`config.mk`:
```
export PLATFORM = sky130hd
export DESIGN_NAME = sidefx_log
export DESIGN_NICKNAME = d
export VERILOG_FILES = /design/src/rtl/sidefx_log.sv
export SDC_FILE = /design/constraint.sdc
export NUM_CORES = 1
export LEC_CHECK = 0
export BUFFER_PORTS_ARGS = -buffer_cell sky130_fd_sc_hd__buf_2
export CAP_MARGIN = 10
export CORE_MARGIN = 2
export CORE_UTILIZATION = 49
export CTS_BUF_LIST = sky130_fd_sc_hd__clkbuf_8 sky130_fd_sc_hd__clkbuf_16
export DETAILED_ROUTE_END_ITERATION = 10
export GPL_ROUTABILITY_DRIVEN = 1
export PLACE_DENSITY = 0.76
export SKIP_LAST_GASP = 1
export SYNTH_ARGS = -nofsm -noshare
export SYNTH_HDL_FRONTEND = slang
export SYNTH_SLANG_ARGS = --single-unit
```
`constraint.sdc`:
```
create_clock -name clk -period 1.75 [get_ports clk]
set_input_delay 0.2625 -clock clk [delete_from_list [all_inputs] [get_ports clk]]
set_output_delay 0.2625 -clock clk [all_outputs]
set_load 0.03 [all_outputs]
```
`src/rtl/sidefx_log.sv`:
```
module sidefx_log #(
  parameter int AW = 16,
  parameter int RW = 3,
  parameter int SW = 5
) (
  input  logic          clk,
  input  logic          rst_n,
  input  logic          insn_start,
  input  logic [AW-1:0] insn_addr,
  input  logic          upd_valid,
  input  logic [RW-1:0] upd_reg,
  input  logic [SW-1:0] upd_step,
  input  logic          abort_req,
  input  logic          release_req,
  input  logic          rd_sel,
  output logic [AW-1:0] rd_data,
  output logic          frozen,
  output logic          ovf_flag
);
  localparam int SLW = RW + SW;
  localparam int WW  = 2 * SLW;

  logic [RW-1:0] reg0, reg1;
  logic [SW-1:0] amt0, amt1;
  logic          used0, used1;
  logic [AW-1:0] start_q;
  logic [WW-1:0] status_w;

  logic          live;
  logic          fresh;
  logic          u0, u1;
  logic          hit0, hit1;

  assign status_w = {amt1, reg1, amt0, reg0};
  assign live  = !frozen && !abort_req;
  assign fresh = live && insn_start;
  assign u0 = used0 && !fresh;
  assign u1 = used1 && !fresh;
  assign hit0 = u0 && (reg0 == upd_reg);
  assign hit1 = u1 && (reg1 == upd_reg);

  always_ff @(posedge clk) begin
    if (!rst_n) begin
      reg0 <= '0; reg1 <= '0; amt0 <= '0; amt1 <= '0;
      used0 <= 1'b0; used1 <= 1'b0;
      start_q <= '0; frozen <= 1'b0; ovf_flag <= 1'b0;
    end else if (frozen) begin
      if (release_req && !abort_req) frozen <= 1'b0;
    end else if (abort_req) begin
      frozen <= 1'b1;
    end else begin
      if (fresh) begin
        start_q <= insn_addr;
        reg0 <= '0; reg1 <= '0; amt0 <= '0; amt1 <= '0;
        used0 <= 1'b0; used1 <= 1'b0; ovf_flag <= 1'b0;
      end
      if (upd_valid) begin
        if (!u0) begin
          reg0 <= upd_reg; amt0 <= upd_step; used0 <= 1'b1;
        end else if (hit0) begin
          amt0 <= amt0 + upd_step;
        end else if (!u1) begin
          reg1 <= upd_reg; amt1 <= upd_step; used1 <= 1'b1;
        end else if (hit1) begin
          amt1 <= amt1 + upd_step;
        end else begin
          ovf_flag <= 1'b1;
        end
      end
    end
  end

  assign rd_data = rd_sel ? start_q : AW'(status_w);
endmodule


```
# Word-level counts from Yosys, hierarchy flattened
# Cells that the tools add are included.
dict set report word_totals {
  reg_bits 36
  latchBits 0
  ramBits 0
  mem_bits_ro 0
  inputBits 31
  out_inout_bits 18
  word_cells 63
  mem_count 0
}
dict set report classes {
  add_sub_neg 2
  mul 0
  div_mod_pow 0
  magnitude_cmp 0
  eq_ne 2
  shift 0
  muxes 36
  bitwise 2
  n_reduce_logical 12
}
# cell count
set ops {}
lappend ops {{$mux 5} 10}
lappend ops {{$mux 3} 8}
lappend ops {{$mux 1} 17}
lappend ops {{$mux 16} 1}
lappend ops {{$add 5x5->5} 2}
lappend ops {{$logic_and 1x1->1} 7}
lappend ops {{$eq 3x3->1} 2}
lappend ops {{$logic_not 1->1} 3}
lappend ops {{$reduce_and 3->1} 1}
lappend ops {{$not 1->1} 2}
lappend ops {{$reduce_and 2->1} 1}

# Depth between registers and ports, before layout
dict set report depth {
  depth_word 11
  mapped_depth 8
  depth_no_buf 8
}

# Worst setup path after synthesis
# Ideal clock, no wire load.
dict set report synth_path {
  path_type {register -> register}
  startpoint {reg amt1[0]}
  endpoint {reg amt1[4]}
  setup_ns 0.125
  arrival_time_ns 1.667
  required_time_ns 1.625
  setup_slack_ns -0.042
  path_stages_with_launch 9
  path_buffers 0
  period_less_slack_ns 1.792
  cell_sequence {dfxtp_1 ha_1 inv_1 fa_1 nand2b_1 a21oi_2 mux2i_1 nor4b_1 nor2_1}
}
dict set report synth_between {
  elab_chain_cells 6
}
# item line
set synth_rtl {}
lappend synth_rtl {{from (decl)} 24} ;# logic [SW-1:0] amt0, amt1;
lappend synth_rtl {{from (signal assigned)} 65} ;# amt1 <= amt1 + upd_step;
lappend synth_rtl {{$add 5x5->5} 65}
lappend synth_rtl {{$mux 5} 64} ;# end else if (hit1) begin
lappend synth_rtl {{$mux 5} 62} ;# end else if (!u1) begin
lappend synth_rtl {{$mux 5} 60} ;# end else if (hit0) begin
lappend synth_rtl {{$mux 5} 58} ;# if (!u0) begin
lappend synth_rtl {{$mux 5} 57} ;# if (upd_valid) begin
# Every way passes these cells.
# A chain may end at the register's enable or synchronous reset.

# Worst setup path after layout
# Same ends and word-level chain as after synthesis.

==> impl_metrics.ini <==
[global_routing]
grt_max_degree = 20
grt_pass1_vias = 1940
gr-usage-met2_pct = 37.6
use_met3_pct = 4.64
gr-max-usage-layer = met2
grt_pass1_wl_um = 9070
antenna_found_initial = 0
grt_usage_pct = 22.5
grt_util_met1_pct = 29.1
grt.overflow.total = 0

[clock_tree]
clkSinkCount = 36
post_cts.repair.setup_buffers = 0
cts_max_level = 2
cts_buffer_depth = 2
clkTransAtPathRegs_ps = 80
cts_resized = 1
clk_latency_ps = 300
clockRootBuffer = clkbuf_8
cts_made_buffers = 5
cts_tree = yes
hold_buffers = 0

[run_status]
violations = negative setup slack
status = finished with violations

[logic_synthesis]
synth_seq_cells = 36
yosysWarnings = 0
synth_nets = 305
synth_area_per_cell_um2 = 8.44
synth_area_um2 = 2230
yosysSeqAreaShare_pct = 32.4
synth-edff-count = 0
synth_flop_cell = dfxtp_1
ys_async_sr_fraction_pct = 0
synth_cells = 264
synthDistinctLibCells = 52

[final_layout]
postLayoutCellArea_um2 = 2740
layout-drive-gt1-share_pct = 32.0
fin_cells = 374
antenna_cells = 0
nNetsFinal = 362
final_util_pct = 62.8
area_delta_synth_final_pct = 22.9

[sta]
max_freq_mhz = 547
final-setup-viol-count = 2
slew_headroom_pct = 73.8
min_period_over_period_pct = 104
fin_skew_ps = 8.68
min_period_ps = 1830
tightest_slew_ps = 393
final.setup.worst_slack_ps = -77.0
grt_setup_unrepaired = yes
fin_tns_setup_ps = -78.8
hold_viol_final = 0
drv_slew = 0

[power_and_ir_drop]
switching_power_w = 0.000554
p_seq_share_pct = 43.9
p_int_w = 0.00142
power.leakage_nw = 1.17
ir_drop_v = 0.000593
comb_power_share_pct = 18.3
p_per_area_nw_per_um2 = 722
clkPwrFrac_pct = 37.8
p_sw_share_pct = 28.0

[critical_path]
slowest_stage = dfxtp_2
crit_type = flip-flop to flip-flop
cpLargestDelayFamily = adder cells
worstPathRequired_ps = 1930
cp.arrival_ps = 2010
crit_path_end_kind = flip-flop
crit_buf_inv = 1
path_cells = ha_2 -> inv_1 -> fa_2 -> nand2b_4 -> a21oi_4 -> mux2i_2 -> nor4b_4 -> nor2_1
worstPathMaxFanout = 2
crit_path_start_kind = flip-flop
cp_slowest_stage_delay_ps = 340

[floorplan]
dieHeight_um = 71.4
core_um2 = 4350
die_x_um = 71.4
start_util_pct = 51.1
rows = 24
top_level_ports = 49
dieArea_um2 = 5100

[routing]
routed_wirelength_um = 5540
vias = 2081
drtIter0Drc = 98
wl_per_cell_um = 14.8
ant_nets = 0
viasPerCell = 5.56
dr.pass1.iters = 4
route.detailed.drc = 0

[place]
place.gp.congestion = 0.881
pre_cts_slack_ps = -119
dp_cells = 366
placed_area_um2 = 2590
dp_hpwl_um = 4130
place.port_buffers = 48

[job]
drv_cap = 0

[min_path]
hp-class = input port to flip-flop
[synthesized netlist by cell type, types with 2 or more instances]
master / n / area (um2)
ha_1: 8 / 100
o31ai_1: 4 / 30.0
buf_6: 3 / 33.8
mux2_2: 14 / 158
a21oi_1: 8 / 40.0
nor3_1: 2 / 10.0
fa_1: 2 / 40.0
o21ai_1: 3 / 15.0
xnor2_1: 11 / 96.3
a32oi_1: 2 / 17.5
nand2_1: 49 / 184
nand2_2: 2 / 12.5
nor2b_1: 3 / 18.8
nand2b_1: 3 / 18.8
a21boi_1: 10 / 75.1
a21boi_0: 11 / 82.6
clkbuf_1: 6 / 22.5
a21o_1: 4 / 30.0
a22oi_1: 2 / 15.0
buf_2: 3 / 15.0
o2bb2ai_1: 5 / 43.8
and2_1: 2 / 12.5
o22ai_1: 2 / 12.5
nand3_1: 12 / 60.1
dfxtp_1: 36 / 721
and3_1: 4 / 25.0
o21ai_0: 6 / 30.0
a32o_1: 2 / 20.0
a31oi_1: 5 / 31.3
inv_1: 9 / 33.8
nor2_1: 10 / 37.5
[kinds of logic after synthesis]
| family | share of synthesized area, % |
|---|---|
| XOR/XNOR | 4.72 |
| AO/OA/AOI/OAI | 23.3 |
| buffers and inverters | 5.45 |
| AND/OR/NAND/NOR | 20.4 |
| multiplexers | 7.53 |
| adder cells (fa/ha/maj) | 6.29 |
| flip-flops | 32.4 |
[layout make-up]
class	instances	area [um2]
multi-input combinational	204	1440
sequential	36	722
clock inverter	3	42.5
clock buffer	5	68.8
fill	376	1620
inverter	9	33.8
timing repair buffer	65	368
tap	52	65.1
[worst paths after layout]
check | start | end | slack (ps) | depth (start not counted)
setup / recovery | amt1[0]$_SDFFE_PN0N_ | amt1[4]$_SDFFE_PN0N_ | -80 | 8
hold / removal | insn_addr[5] | start_q[5]$_SDFFE_PN0P_ | 190 | 3
setup reg to reg | amt1[0]$_SDFFE_PN0N_ | amt1[4]$_SDFFE_PN0N_ | -80 | 8
hold reg to reg | start_q[8]$_SDFFE_PN0P_ | start_q[8]$_SDFFE_PN0P_ | 450 | 2
[cells in the final DEF (no fill, tap or decap), drive strengths merged, types with 2 or more instances in the layout]
master   instances
a31oi            5
fa               2
a21oi            9
o22ai            2
a32o             2
nor2            10
mux2            14
a21boi          21
nand2           51
a32oi            2
dfxtp           36
nand2b           3
and2             2
nor2b            3
nor3             3
nor3b            2
nand3           12
xnor2           11
inv              9
a21o             4
ha               8
o21ai            9
o2bb2ai          5
and3             4
clkbuf           5
buf             65
o31ai            4
a22oi            2
[registers in the layout (all words and copies together) (netlist names)]
signal    cells
amt0          5
amt1          5
frozen        1
ovf_flag      1
reg0          3
reg1          3
start_q      16
used0         1
used1         1
[through the flow]
stage	power [W]	hold slack, ps
6_report	0.00198	190
5_1_grt	0.00206	200
3_3_place_gp	0.00123	440
4_1_cts	0.00198	184
3_5_place_dp	0.00124	442
2_1_floorplan	0.00112	386
[layer usage]
layer,routed length [um],share of wire (%),up-vias
met5,0,0,-
met4,92,1.7,0
met3,244,4.4,10
met2,2610,47,48
met1,2600,47,976
li1,-,-,1047
[worst reg2reg max path, delay by kind of cell (launching register included)]
family / cells / cell delay, ps
adders and majority gates: 2 / 510
buffers and inverters: 1 / 50
AOI/OAI and AO/OA: 1 / 140
muxes: 1 / 250
DFF: 1 / 340
and+or+nand+nor: 3 / 430
[power by group through the flow]
stage | Clock, W | Sequential, W | Combinational (W)
finish | 0.000747 | 0.000869 | 0.000361
detailed placement | 0 | 0.000887 | 0.000349
floorplan | 0 | 0.000883 | 0.000240
global route | 0.000792 | 0.000872 | 0.000397
CTS | 0.000760 | 0.000868 | 0.000352
global placement | 0 | 0.000886 | 0.000347
Power figures use the tool's default switching activity.
